===== config.mk =====
export PLATFORM = sky130hd
export DESIGN_NAME = rmw_admit_gate
export DESIGN_NICKNAME = d
export VERILOG_FILES = /design/src/rtl/rmw_gate_pkg.sv /design/src/rtl/rmw_admit_decide.sv /design/src/rtl/rmw_retire_check.sv /design/src/rtl/rmw_owner_state.sv /design/src/rtl/rmw_admit_gate.sv
export SDC_FILE = /design/constraint.sdc
export NUM_CORES = 1
export LEC_CHECK = 0
export ABC_AREA = 1
export BUFFER_PORTS_ARGS = -buffer_cell sky130_fd_sc_hd__buf_2
export CAP_MARGIN = 0
export CORE_MARGIN = 5
export CORE_UTILIZATION = 40
export CTS_CLUSTER_DIAMETER = 120
export CTS_CLUSTER_SIZE = 16
export DETAILED_ROUTE_END_ITERATION = 16
export HOLD_SLACK_MARGIN = 0.06
export PLACE_DENSITY = 0.68
export SYNTH_ARGS = -nofsm -noshare
export SYNTH_HDL_FRONTEND = slang
export SYNTH_SLANG_ARGS = --single-unit

===== constraint.sdc =====
create_clock -name clk -period 3 [get_ports clk]
set_clock_uncertainty 0.1 [all_clocks]
set_input_delay 0.15 -clock clk [delete_from_list [all_inputs] [get_ports clk]]
set_output_delay 0.15 -clock clk [all_outputs]
set_load 0.005 [all_outputs]

===== src/rtl/rmw_gate_pkg.sv =====
// Shared request-kind encoding for the admission gate.
// Assumes a 3-bit kind field driven by the sequencer front end.
package rmw_gate_pkg;
    typedef enum logic [2:0] {
        KIND_LOAD    = 3'd0,
        KIND_STORE   = 3'd1,
        KIND_IFETCH  = 3'd2,
        KIND_LOCK_RD = 3'd3,
        KIND_LOCK_WR = 3'd4,
        KIND_RMW_RD  = 3'd5,
        KIND_RMW_WR  = 3'd6,
        KIND_SPARE   = 3'd7
    } req_kind_e;
endpackage


===== src/rtl/rmw_admit_decide.sv =====
// Decides whether a request is admitted and what state change it asks for.
// Purely combinational; assumes owner/level come from the state registers.
module rmw_admit_decide
    import rmw_gate_pkg::*;
#(
    parameter int ID_W      = 8,
    parameter int CNT_W     = 8,
    parameter int NONE_ID   = 200,
    parameter int BANNED_ID = 100
) (
    input  logic             req_valid,
    input  logic [ID_W-1:0]  req_pid,
    input  logic [2:0]       req_kind,
    input  logic             req_probe,
    input  logic [ID_W-1:0]  cur_owner,
    input  logic [CNT_W-1:0] cur_level,
    output logic             ready,
    output logic             claim,
    output logic             bump,
    output logic             release_own,
    output logic             bad_req
);
    localparam logic [ID_W-1:0]  NONE_V   = ID_W'(NONE_ID);
    localparam logic [ID_W-1:0]  BANNED_V = ID_W'(BANNED_ID);
    localparam logic [CNT_W-1:0] LEVEL_MAX = {CNT_W{1'b1}};

    req_kind_e kind;
    logic      held, foreign, banned, full, is_rd, is_wr, commit;

    // Classify the request against the current ownership.
    always_comb begin
        kind    = req_kind_e'(req_kind);
        held    = (cur_owner != NONE_V);
        foreign = held && (req_pid != cur_owner);
        banned  = (req_pid == BANNED_V);
        full    = (cur_level == LEVEL_MAX);
        is_rd   = (kind == KIND_RMW_RD);
        is_wr   = (kind == KIND_RMW_WR);
    end

    // Produce the ready answer and the committed intents.
    always_comb begin
        ready       = !banned && !foreign && !(is_rd && held && full);
        commit      = req_valid && ready && !req_probe;
        claim       = commit && is_rd && !held;
        bump        = commit && is_rd && held;
        release_own = commit && held && !is_rd && !is_wr;
        bad_req     = req_valid && banned;
    end
endmodule


===== src/rtl/rmw_retire_check.sv =====
// Validates a read-modify-write retirement against the current owner.
// Combinational; a valid retirement needs a held owner with open reads.
module rmw_retire_check #(
    parameter int ID_W    = 8,
    parameter int CNT_W   = 8,
    parameter int NONE_ID = 200
) (
    input  logic             ret_valid,
    input  logic [ID_W-1:0]  ret_pid,
    input  logic [ID_W-1:0]  cur_owner,
    input  logic [CNT_W-1:0] cur_level,
    output logic             drop,
    output logic             bad_ret
);
    localparam logic [ID_W-1:0] NONE_V = ID_W'(NONE_ID);

    logic legal;

    // Accept a retirement only from the owner while reads are open.
    always_comb begin
        legal   = (cur_owner != NONE_V) && (ret_pid == cur_owner) && (cur_level != '0);
        drop    = ret_valid && legal;
        bad_ret = ret_valid && !legal;
    end
endmodule


===== src/rtl/rmw_owner_state.sv =====
// Holds the owner identifier, the open-read level and the sticky fault.
// Assumes claim and drop never coincide (claim needs no owner, drop needs one).
module rmw_owner_state #(
    parameter int ID_W    = 8,
    parameter int CNT_W   = 8,
    parameter int NONE_ID = 200
) (
    input  logic             clk,
    input  logic             rst_n,
    input  logic [ID_W-1:0]  claim_pid,
    input  logic             claim,
    input  logic             bump,
    input  logic             release_own,
    input  logic             drop,
    input  logic             violation,
    output logic [ID_W-1:0]  owner_q,
    output logic [CNT_W-1:0] level_q,
    output logic             fault_q
);
    localparam logic [ID_W-1:0] NONE_V = ID_W'(NONE_ID);

    logic [CNT_W-1:0] level_d;
    logic [ID_W-1:0]  owner_d;

    // Combine increments, decrements and release into the next state.
    always_comb begin
        if (release_own) begin
            level_d = '0;
            owner_d = NONE_V;
        end else begin
            level_d = level_q + CNT_W'(claim || bump) - CNT_W'(drop);
            owner_d = claim ? claim_pid : owner_q;
            if (level_d == '0) owner_d = NONE_V;
        end
    end

    // Register the ownership state and accumulate faults.
    always_ff @(posedge clk) begin
        if (!rst_n) begin
            owner_q <= NONE_V;
            level_q <= '0;
            fault_q <= 1'b0;
        end else begin
            owner_q <= owner_d;
            level_q <= level_d;
            fault_q <= fault_q | violation;
        end
    end
endmodule


===== src/rtl/rmw_admit_gate.sv =====
// Admission gate granting one processor exclusive use of a shared sequencer
// during read-modify-write sequences. Ready is combinational on the request.
module rmw_admit_gate #(
    parameter int ID_W      = 8,
    parameter int CNT_W     = 8,
    parameter int NONE_ID   = 200,
    parameter int BANNED_ID = 100
) (
    input  logic             clk,
    input  logic             rst_n,
    input  logic             chk_valid,
    input  logic [ID_W-1:0]  chk_pid,
    input  logic [2:0]       chk_kind,
    input  logic             chk_probe,
    output logic             chk_ready,
    input  logic             done_valid,
    input  logic [ID_W-1:0]  done_pid,
    output logic [ID_W-1:0]  owner_id,
    output logic [CNT_W-1:0] open_level,
    output logic             fault
);
    logic claim, bump, release_own, bad_req, drop, bad_ret;

    rmw_admit_decide #(
        .ID_W(ID_W), .CNT_W(CNT_W), .NONE_ID(NONE_ID), .BANNED_ID(BANNED_ID)
    ) u_decide (
        .req_valid  (chk_valid),
        .req_pid    (chk_pid),
        .req_kind   (chk_kind),
        .req_probe  (chk_probe),
        .cur_owner  (owner_id),
        .cur_level  (open_level),
        .ready      (chk_ready),
        .claim      (claim),
        .bump       (bump),
        .release_own(release_own),
        .bad_req    (bad_req)
    );

    rmw_retire_check #(
        .ID_W(ID_W), .CNT_W(CNT_W), .NONE_ID(NONE_ID)
    ) u_retire (
        .ret_valid(done_valid),
        .ret_pid  (done_pid),
        .cur_owner(owner_id),
        .cur_level(open_level),
        .drop     (drop),
        .bad_ret  (bad_ret)
    );

    rmw_owner_state #(
        .ID_W(ID_W), .CNT_W(CNT_W), .NONE_ID(NONE_ID)
    ) u_state (
        .clk        (clk),
        .rst_n      (rst_n),
        .claim_pid  (chk_pid),
        .claim      (claim),
        .bump       (bump),
        .release_own(release_own),
        .drop       (drop),
        .violation  (bad_req || bad_ret),
        .owner_q    (owner_id),
        .level_q    (open_level),
        .fault_q    (fault)
    );
endmodule


# After elaboration in Yosys (flattened, before gate mapping)
# Index checks and enable logic that the tools add are counted.
# Widths: inputs -> output; s select.
# classes
bitwise_logic	2
n_reduce_logical	32
n_eq_ne	7
n_addsub	2
# op_table
operator	count
$logic_and 1x1->1	18
$add 8x1->8	1
$eq 8x7->1 const B	1
$eq 8x8->1	1
$eq 8x8->1 const B	1
$logic_not 1->1	8
$logic_not 8->1	1
$ne 8x8->1	1
$ne 8x8->1 const B	1
$reduce_bool 8->1	1
$sub 8x1->8	1
$eq 3x3->1 const B	2
$reduce_or 3->1	1
$logic_or 1x1->1	2
$reduce_or 2->1	1
$not 1->1	1
$or 1x1->1	1
# word_totals
ff_bits	17
in_bits	24
out_inout_bits	18
word_cells	46

# Logic depth before layout (Yosys ltp)
# Gate-level depths: netlist of the first run.
# logic_depth
word_depth	14
ltp_mapped	23
ltp_nobuf	23

# Hierarchy
# Synthesis of the first run repeated with hierarchy kept, for this count alone.
# hier_totals
hier_cells	270
hier_area_um2	1526.5
# by_module_without_submodules
mod	cells_each	seq_area_each_um2	instances	area_each_um2
rmw_owner_state	132	340.3	1	958.4
rmw_admit_decide	80	0.0	1	334.1
rmw_retire_check	55	0.0	1	222.7
rmw_admit_gate	3	0.0	1	11.3

# Worst setup path before layout of the first run
# OpenSTA, ideal clock, no wires.
# synth_timing
kind	register to register
start	register u_state.owner_q[6]
end	register u_state.owner_q[0]
slack_ns	0.120
setup_time_ns	0.113
n_path_buf	0
t_required_ns	2.787
path_stages_with_launch	20
arrival_ns	2.667
period_less_slack_ns	2.880
path_cell_list	dfxtp_1 -> nand3_1 -> nor3_2 -> nor2_1 -> nand3_1 -> nor2_1 -> ha_1 -> inv_1 -> ha_1 -> inv_1 -> fa_1 -> inv_1 -> nand3_1 -> nand3_1 -> xor2_1 -> nand3_1 -> nor2_1 -> nand3_1 -> nand2_4 -> nor2_1
# synth_between
elab_chain_cells	14
elab_cells_between_ends	27
cone_classes	add/sub: 2; eq/ne: 3; reduce/logical: 22
# synth_rtl
item	line	source
start, declared	rmw_owner_state.sv:16	output logic [ID_W-1:0] owner_q,
start signal, assigned	rmw_owner_state.sv:44	owner_q <= owner_d;
$ne 8x8->1 (on tied branches)	rmw_admit_decide.sv:33, rmw_retire_check.sv:21, rmw_admit_decide.sv:34	
$logic_and 1x1->1 (on tied branches)	rmw_admit_decide.sv:34, rmw_admit_decide.sv:43	
$logic_not 1->1 / $logic_and 1x1->1 (equally long branches)	rmw_admit_decide.sv:43	ready = !banned && !foreign && !(is_rd && held && full);
$logic_and 1x1->1 / $logic_not 1->1 (equally long branches)	rmw_admit_decide.sv:43	
$logic_and 1x1->1	rmw_admit_decide.sv:43	
$logic_and 1x1->1 (2 in a row)	rmw_admit_decide.sv:44	commit = req_valid && ready && !req_probe;
$logic_and 1x1->1	rmw_admit_decide.sv:45, rmw_admit_decide.sv:46	
$logic_and 1x1->1 (on tied branches)	rmw_admit_decide.sv:45, rmw_admit_decide.sv:46	
$logic_or 1x1->1	rmw_owner_state.sv:31	level_d = level_q + CNT_W'(claim || bump) - CNT_W'(drop);
$add 8x1->8	rmw_owner_state.sv:31	
$sub 8x1->8	rmw_owner_state.sv:31	
$logic_not 8->1	rmw_owner_state.sv:33	if (level_d == '0) owner_d = NONE_V;
$reduce_or 3->1 (no source line)	n/a	
# Several ways; a longest one is shown, not always the timed one.
# A chain may end at the register's enable or synchronous reset.

# Final worst setup path of the first run
# layout_timing
start	register u_state.owner_q[2]
end	register u_state.owner_q[4]
# The elaborated chain is that of the path after synthesis.

==> qor.csv, run 1 <==
metric,value,unit
WL/cell,10.7,um
Buf/Inv on CP,3,
crit path kind,flop to flop,
Yosys cell types,22,
leakage power,1.01,nW
syn_area_per_cell,6.48,um2
Congestion Overflow GR,0,
Setup Viol. Count Final,2,
endpoint type of the worst setup path,flop,
die area,4690,um2
Die W,68.5,um
Clock Sinks,17,
syn_nets,250,
Crit Path Max Fanout,6,
Startpoint Class,flop,
Period minus WS final,3.01,ns
post-synthesis mux area share,0,
nets@finish,314,
Rel. slew slack,0.822,
Util after Layout,0.563,
failing checks,negative setup slack,
dpl cell area,1710,um2
crit path cell chain,xor2_2 -> nor4_2 -> nand3_1 -> nor2_1 -> ha_1 -> inv_1 -> ha_2 -> inv_2 -> fa_2 -> inv_2 -> nand3_2 -> nand3_2 -> xor2_2 -> nand3_1 -> nor2_1 -> nand3_2 -> nand2_4 -> nor2_1,
Area Overhead vs Synth,36.3,%
Placeable Area,3310,um2
Final period util,1.00,
final WL,3440,um
fmax,0.332,GHz
Die Y,68.5,um
H-tree depth,1,
Critical Path AT,3.12,ns
"Clk pin slew, worst setup/hold paths",0.11,ns
starting density of the core,0.413,
Top delay family on crit path,simple AND/OR/NAND/NOR gates,
drt pass-1 iters,4,
max incr delay on CP,0.38,ns
XOR/XNOR Fraction of Synth Area,0.0833,
"Cell Area, Synth",1370,um2
YS warnings,0,
crit path max-delay cell type,dfxtp_4,
final worst slack,-0.0125,ns
WL met1,1670,um
post-DR vias/cell,4.50,
status,"finished, violations left",
Worst Max-Slew Pin Slew,0.267,ns
initial DRC count,59,
PortBufs,41,
largest vdd supply drop,0.000422,V
Final Wtd Congestion,0.853,
max layer used,met4,
vias after detailed routing,1440,
met2 WL,1490,um
antenna violations before repair,0,
Antenna Nets Post-Route,0,
WP data required,3.11,ns
Met3 Routed Length,219,um
Final Hold Viols,0,
global-route wire length before repair,5400,um
Slew Limit Fails,0,
"Design Area, Final",1860,um2
Root Buffer,clkbuf_4,
Mapped Cells,211,
"Clk Latency, worst-skew pair",0.30,ns
Simple-Gate Fraction of Synth Area,0.351,
vias in the first global route,1302,
CTS Buf Count,3,
final cell count without fillers,320,
largest family of logic cells by synthesized area,simple AND/OR/NAND/NOR gates,
largest net degree at the start of global routing,11,
Hold WC Path Type,input port to flop,
sequential area share after synthesis,0.249,
Yosys reg bits,17,
n_diodes,0,
RSZ-0062 raised after global routing,true,
"Power, Total",760,uW
share of cells above drive strength 1,0.307,
DP HPWL,2730,um
# DRC,0,
adder-cell area share of the yosys netlist,0.143,
Pwr Density,407,nW/um2
post-synthesis compound-gate area fraction,0.0531,
clk buf depth,2,
dpl cells,309,
setup TNS,-0.0230,ns
GRT Total Usage,0.152,
num rows,21,
IO Count,42,
CTS tree,done,
Max Cap Viol,0,
[synth_stat cells]
cell type,n,area [um2]
nand2_1,43,161
o21ai_0,4,20.0
nand2_4,2,22.5
nor3_1,1,5.00
nand2_2,1,6.26
a21oi_1,6,30.0
inv_1,42,158
inv_2,2,7.51
nor3_2,1,10.0
nor2_1,41,154
nand4_2,1,12.5
dfxtp_1,17,340
fa_1,1,20.0
a21boi_0,1,7.51
o21bai_1,2,15.0
nand4_1,6,37.5
nor4_1,1,6.26
nand3_2,1,10.0
nand3_1,11,55.1
xnor2_1,5,43.8
xor2_1,8,70.1
ha_1,14,175
[per-layer routing]
| metal | vias up | GRT usage |
|---|---|---|
| met1 | 630 | 0.213 |
| met5 | - | 0 |
| li1 | 768 | - |
| met3 | 6 | 0.0213 |
| met2 | 36 | 0.228 |
| met4 | 0 | 0.0645 |
[power by group]
group,internal [mW],switching [mW],total [mW]
Sequential,0.244,0.0163,0.261
Combinational,0.152,0.214,0.367
Clock,0.0498,0.0826,0.132
Total,0.446,0.313,0.760
[sequential cells by signal, summed over array words and instances, names as in the netlist]
signal           cells
u_state.level_q      8
u_state.owner_q      8
u_state.fault_q      1
[cell families (layout without fill, tap and decap cells)]
kind of cell,count (synthesis),in the layout
and+or+nand+nor,109,109
buffers and inverters,44,107
DFF,17,17
AOI/OAI and AO/OA,13,13
xor gates and xnor gates,13,13
adders and majority gates,15,15
[layout make-up]
cell class / count / area [um2]
clock buffer: 3 / 22.5
clock inverter: 1 / 5.00
fill: 334 / 1450
inverter: 44 / 168
multi-input combinational: 150 / 908
sequential: 17 / 350
tap: 46 / 57.6
timing repair buffer: 59 / 353
[repair_timing]
| item | in CTS | in global routing |
|---|---|---|
| endpoints found under the setup margin | 8 | 9 |
| gates resized for setup | 4 | 16 |
| pin swaps | 4 | 13 |
| endpoints found under the hold margin | 4 | 0 |
| buffers inserted | 1 | 1 |
| hold buffers | 5 | 0 |
[through the flow]
| stage | hold slack (ns) | setup slack (ns) |
|---|---|---|
| floorplan | 0.162 | 0.120 |
| global placement | 0.305 | 0.00408 |
| detailed placement | 0.310 | -0.0286 |
| CTS | 0.116 | 0.00704 |
| global route | 0.148 | -0.207 |
| finish | 0.131 | -0.0125 |
[worst register-to-register path: stages (launching register included)]
cell and delay (ns):
dfxtp_4 0.38, xor2_2 0.15, nor4_2 0.27, nand3_1 0.13, nor2_1 0.11, ha_1 0.23
inv_1 0.06, ha_2 0.18, inv_2 0.04, fa_2 0.36, inv_2 0.08, nand3_2 0.08
nand3_2 0.08, xor2_2 0.16, nand3_1 0.09, nor2_1 0.13, nand3_2 0.09, nand2_4 0.13
nor2_1 0.06
[layout by cell type (no fill, tap or decap), types with 5 or more instances in the layout]
master / n
xor2_1: 6
ha_1: 13
nand3_1: 8
xnor2_1: 5
dfxtp_1: 11
inv_1: 40
a21oi_1: 6
buf_2: 41
dlygate4sd3_1: 5
nand2_1: 43
nand4_1: 6
dfxtp_2: 5
buf_4: 13
nor2_1: 39
[worst paths after layout]
kind                                                      start                               to  slack (ns)  depth (start not counted)
worst min-delay path                                 chk_pid[5]  u_state.owner_q[5]$_SDFFE_PP0N_        0.13                          5
worst max-delay path            u_state.owner_q[2]$_SDFFE_PP0N_  u_state.owner_q[4]$_SDFFE_PP0N_       -0.01                         18
worst max register to register  u_state.owner_q[2]$_SDFFE_PP0N_  u_state.owner_q[4]$_SDFFE_PP0N_       -0.01                         18
worst min register to register  u_state.owner_q[0]$_SDFFE_PP0N_  u_state.owner_q[0]$_SDFFE_PP0N_        0.42                          2
(Power assumes the default switching activity.)
==> inputs of run 2 (changes only) <==
CORE_UTILIZATION = 46   (was 40)
PLACE_DENSITY = 0.77   (was 0.68)
RECOVER_POWER = 100   (was not set)
==> qor.csv, run 2 (synthesized netlist as in run 1, its figures left out) <==
metric,value,unit
Fillers,245,
Util after Layout,0.682,
crit path kind,flop to flop,
FF/Latch Area,350,um2
CTS Buf Count,3,
num rows,19,
most frequent cells in the layout,"nand2_1, inv_1, buf_2",
CTS tree,done,
clk buf depth,2,
Crit Path Max Fanout,6,
nets@finish,322,
largest vdd supply drop,0.000334,V
"Design Area, Final",1910,um2
fmax,0.323,GHz
reg2reg end,u_state.owner_q[6]$_SDFFE_PP1N_,
WP data required,3.14,ns
drt pass-1 iters,4,
Placeable Area,2810,um2
Hold WC Path Type,input port to flop,
share of cells above drive strength 1,0.319,
global-route wire length before repair,5950,um
DP HPWL,2620,um
WL/cell,11.8,um
Area Overhead vs Synth,39.9,%
final cell count without fillers,313,
GRT Total Usage,0.174,
Root Buffer,clkbuf_4,
antenna violations before repair,0,
"Clk pin slew, worst setup/hold paths",0.11,ns
status,"finished, violations left",
failing checks,negative setup slack,
RSZ-0062 raised after global routing,true,
Max Cap Viol,0,
dpl cell area,1650,um2
"Power, Total",743,uW
hold wc startpoint,chk_pid[4],
Setup Viol. Count Final,8,
Startpoint Class,flop,
endpoint type of the worst setup path,flop,
initial DRC count,78,
post-DR vias/cell,4.86,
Final Hold Viols,0,
Final Wtd Congestion,0.805,
largest net degree at the start of global routing,10,
# DRC,0,
Final period util,1.03,
dpl cells,288,
Rel. slew slack,0.814,
"Clk Latency, worst-skew pair",0.30,ns
Clock Sinks,17,
leakage power,1.04,nW
starting density of the core,0.488,
final worst slack,-0.101,ns
n_diodes,0,
R2R Setup Slk,-0.10,ns
setup TNS,-0.752,ns
H-tree depth,1,
vias in the first global route,1371,
Congestion Overflow GR,0,
Worst Max-Slew Pin Slew,0.278,ns
multi-input logic area,920,um2
vias after detailed routing,1520,
largest registers,"u_state.level_q: 8 flops, u_state.owner_q: 8 flops, u_state.fault_q: 1 flops",
Worst R2R Start,u_state.owner_q[2]$_SDFFE_PP0N_,
PortBufs,41,
Critical Path AT,3.24,ns
Die Y,64.5,um
Die W,64.5,um
Worst Hold Path Cells,5,
IO Count,42,
die area,4160,um2
Period minus WS final,3.10,ns
Antenna Nets Post-Route,0,
worst-case reg-to-reg path depth,18,
Pwr Density,388,nW/um2
"most common cell after layout, fill and taps aside",nand2_1,
end of the worst hold path,u_state.owner_q[4]$_SDFFE_PP0N_,
final WL,3680,um
Slew Limit Fails,0,
-- run 2: report_power, final --
part	switching [mW]	leakage, nW	internal [mW]	total [mW]
Combinational	0.214	0.883	0.140	0.354
Clock	0.0781	0.0150	0.0517	0.130
Sequential	0.0161	0.139	0.243	0.260
-- run 2: metrics by stage --
step | setup slack [ns] | hold WS [ns]
detailed placement | -0.0967 | 0.309
global placement | -0.00405 | 0.304
floorplan | 0.120 | 0.162
CTS | -0.0113 | 0.127
finish | -0.101 | 0.134
global route | -0.314 | 0.163
-- run 2: worst max path at each step --
stage / from / to / slack (ns) / cells after the start
final: u_state.owner_q[2]$_SDFFE_PP0N_ / u_state.owner_q[6]$_SDFFE_PP1N_ / -0.10 / 18
after global routing: u_state.owner_q[2]$_SDFFE_PP0N_ / u_state.owner_q[6]$_SDFFE_PP1N_ / -0.31 / 18
after CTS: u_state.owner_q[3]$_SDFFE_PP1N_ / u_state.owner_q[6]$_SDFFE_PP1N_ / -0.01 / 18
after detailed placement: u_state.owner_q[2]$_SDFFE_PP0N_ / u_state.owner_q[0]$_SDFFE_PP0N_ / -0.1 / 18
after global placement: u_state.owner_q[0]$_SDFFE_PP0N_ / u_state.owner_q[3]$_SDFFE_PP1N_ / -0.004 / 18
after floorplan: u_state.owner_q[6]$_SDFFE_PP1N_ / u_state.owner_q[0]$_SDFFE_PP0N_ / 0.12 / 19
-- run 2: timing repair --
item	in CTS	in global routing
endpoints found under the hold margin	4	0
buffers inserted	15	3
pin swaps	4	12
gates resized for setup	7	15
setup endpoints to repair	8	9
gates cloned	0	0
hold buffers	5	0
-- run 2: final cells by class --
type / count / share of cell area
multi-input cells: 150 / 0.481
repair buffers: 67 / 0.215
flip-flops and latches: 17 / 0.183
inverters: 44 / 0.0876
well taps: 31 / 0.0203
clock buffers: 4 / 0.0137
-- run 2: critical path, stage by stage (launching register included) --
cell and delay (ns):
dfxtp_4 0.38, xor2_2 0.14, nor4_2 0.29, nand3_1 0.14, nor2_1 0.12, ha_1 0.23
inv_1 0.06, ha_2 0.18, inv_2 0.04, fa_2 0.36, buf_4 0.15, xnor2_2 0.14
nor2_1 0.16, nand3_1 0.09, nor2_1 0.10, nand3_1 0.11, nand2_4 0.15, inv_4 0.05
nand2_1 0.05
-- run 2: layer usage --
| metal | share of wire | vias to the layer above | global-route usage |
|---|---|---|---|
| li1 | - | 784 | - |
| met1 | 0.47 | 672 | 0.245 |
| met2 | 0.44 | 52 | 0.274 |
| met3 | 0.064 | 12 | 0.0225 |
| met4 | 0.029 | 0 | 0.0580 |
| met5 | 0 | - | 0 |
==> inputs of run 3 (changes only) <==
BUFFER_PORTS_ARGS = not set   (was -buffer_cell sky130_fd_sc_hd__buf_2)
CORE_UTILIZATION = 56   (was 46)
DONT_BUFFER_PORTS = 1   (was not set)
PLACE_DENSITY = 0.75   (was 0.77)
clock period = 2.7 ns   (was 3 ns; I/O delays follow)
==> qor.csv, run 3 (synthesized netlist as in run 1, its figures left out) <==
metric,value,unit
drt pass-1 iters,4,
Final period util,1.19,
share of cells above drive strength 1,0.284,
"Power, Total",917,uW
end of the worst hold path,u_state.level_q[7]$_SDFF_PP0_,
Antenna Nets Post-Route,0,
Worst Max-Slew Pin Slew,0.283,ns
H-tree depth,1,
Net Sw Power,379,uW
most frequent cells in the layout,"nand2_1, buf_4, inv_1",
Clk pwr share,0.165,
Hold Slack,0.107,ns
final cell count without fillers,294,
Worst R2R Start,u_state.owner_q[3]$_SDFFE_PP1N_,
largest net degree at the start of global routing,11,
Max Cap Viol,0,
Crit Path Max Fanout,6,
Clock Sinks,17,
Hold WC Path Type,input port to flop,
Pwr Density,482,nW/um2
Setup Viol. Count Final,11,
"most common cell after layout, fill and taps aside",nand2_1,
Worst Hold Path Cells,4,
largest vdd supply drop,0.000538,V
# DRC,0,
hold wc startpoint,chk_probe,
fmax,0.311,GHz
Area Overhead vs Synth,39.1,%
clk buf depth,2,
Startpoint Class,flop,
CP Launch Point,u_state.owner_q[3]$_SDFFE_PP1N_,
Slew Limit Fails,0,
Final Wtd Congestion,0.948,
Rel. slew slack,0.810,
antenna violations before repair,0,
Switching Share,0.413,
Root Buffer,clkbuf_4,
WL/cell,14.6,um
internal power,539,uW
R2R Setup Slk,-0.51,ns
global-route wire length before repair,6380,um
initial DRC count,121,
PortBufs,0,
Util after Layout,0.789,
Logic pwr share,0.520,
n_diodes,0,
final WL,4290,um
CTS Buf Count,3,
starting density of the core,0.567,
Critical Path AT,3.33,ns
Placeable Area,2410,um2
worst-case reg-to-reg path depth,17,
num rows,18,
vias in the first global route,1545,
"Clk pin slew, worst setup/hold paths",0.11,ns
WP data required,2.82,ns
dpl cells,276,
CTS tree,done,
GRT Total Usage,0.244,
IO Count,42,
nets@finish,304,
status,"finished, violations left",
reg2reg end,u_state.owner_q[0]$_SDFFE_PP0N_,
leakage power,0.996,nW
endpoint type of the worst setup path,flop,
Period minus WS final,3.21,ns
post-DR vias/cell,5.24,
final worst slack,-0.511,ns
Die Y,59.4,um
vias after detailed routing,1540,
crit path kind,flop to flop,
setup TNS,-4.77,ns
Die W,59.4,um
die area,3530,um2
failing checks,negative setup slack,
"Clk Latency, worst-skew pair",0.31,ns
DP HPWL,3060,um
Congestion Overflow GR,0,
Sequential Power Share,0.316,
RSZ-0062 raised after global routing,true,
Final Hold Viols,0,
largest registers,"u_state.level_q: 8 flops, u_state.owner_q: 8 flops, u_state.fault_q: 1 flops",
-- run 3: area by class of cell --
| type | count | area [um2] |
|---|---|---|
| Clock buffer | 3 | 22.5 |
| Sequential cell | 17 | 345 |
| Fill cell | 162 | 508 |
| Inverter | 44 | 165 |
| Clock inverter | 1 | 5.00 |
| Multi-Input combinational cell | 150 | 933 |
| Timing Repair Buffer | 49 | 393 |
| Tap cell | 30 | 37.5 |
-- run 3: timing repair --
item | 4_1_cts | 5_1_grt
gates resized for setup | 7 | 8
hold endpoints to repair | 17 | 0
setup buffers | 4 | 2
endpoints found under the setup margin | 10 | 12
pin swaps | 4 | 5
hold buffers | 10 | 0
gates cloned | 0 | 0
-- run 3: how the worst max path moves through the flow --
| stage | end | slack (ns) | cells past startpoint |
|---|---|---|---|
| 2_1_floorplan | u_state.owner_q[0]$_SDFFE_PP0N_ | -0.08 | 20 |
| 3_5_place_dp | u_state.owner_q[0]$_SDFFE_PP0N_ | -0.38 | 18 |
| 4_1_cts | u_state.owner_q[0]$_SDFFE_PP0N_ | -0.29 | 18 |
| 3_3_place_gp | u_state.owner_q[0]$_SDFFE_PP0N_ | -0.22 | 18 |
| 6_report | u_state.owner_q[0]$_SDFFE_PP0N_ | -0.51 | 17 |
| 5_1_grt | u_state.owner_q[7]$_SDFFE_PP1N_ | -0.70 | 18 |
-- run 3: stage by stage --
step | worst slack (ns) | cell area (um2)
floorplan | -0.0786 | 1380
global placement | -0.220 | 1680
detailed placement | -0.385 | 1680
CTS | -0.292 | 1840
global route | -0.695 | 1900
finish | -0.511 | 1900
-- run 3: power groups by stage --
stage | logic, mW | clock network [mW] | registers (mW)
after floorplan | 0.250 | 0 | 0.296
after global placement | 0.373 | 0 | 0.293
after detailed placement | 0.382 | 0 | 0.294
after CTS | 0.405 | 0.146 | 0.288
after global routing | 0.516 | 0.166 | 0.293
final | 0.477 | 0.151 | 0.290
-- run 3: worst max-delay path, cell delays in order, from the launching register on --
cell	delay, ns
dfxtp_2	0.36
xor2_1	0.17
nor4_2	0.34
nand3_1	0.15
nor2_1	0.16
ha_1	0.28
inv_1	0.07
ha_2	0.18
inv_2	0.04
fa_2	0.34
inv_2	0.08
buf_4	0.10
nand4_1	0.13
nand3_2	0.12
xor2_2	0.18
nand3_2	0.12
nand2_4	0.12
nor2_1	0.06
-- run 3: metal layers --
layer	global-route usage	part of all wire	wire (um)
met5	0	0	0
met4	0.207	0.052	222
met3	0.0370	0.061	261
met2	0.445	0.53	2270
met1	0.235	0.36	1530
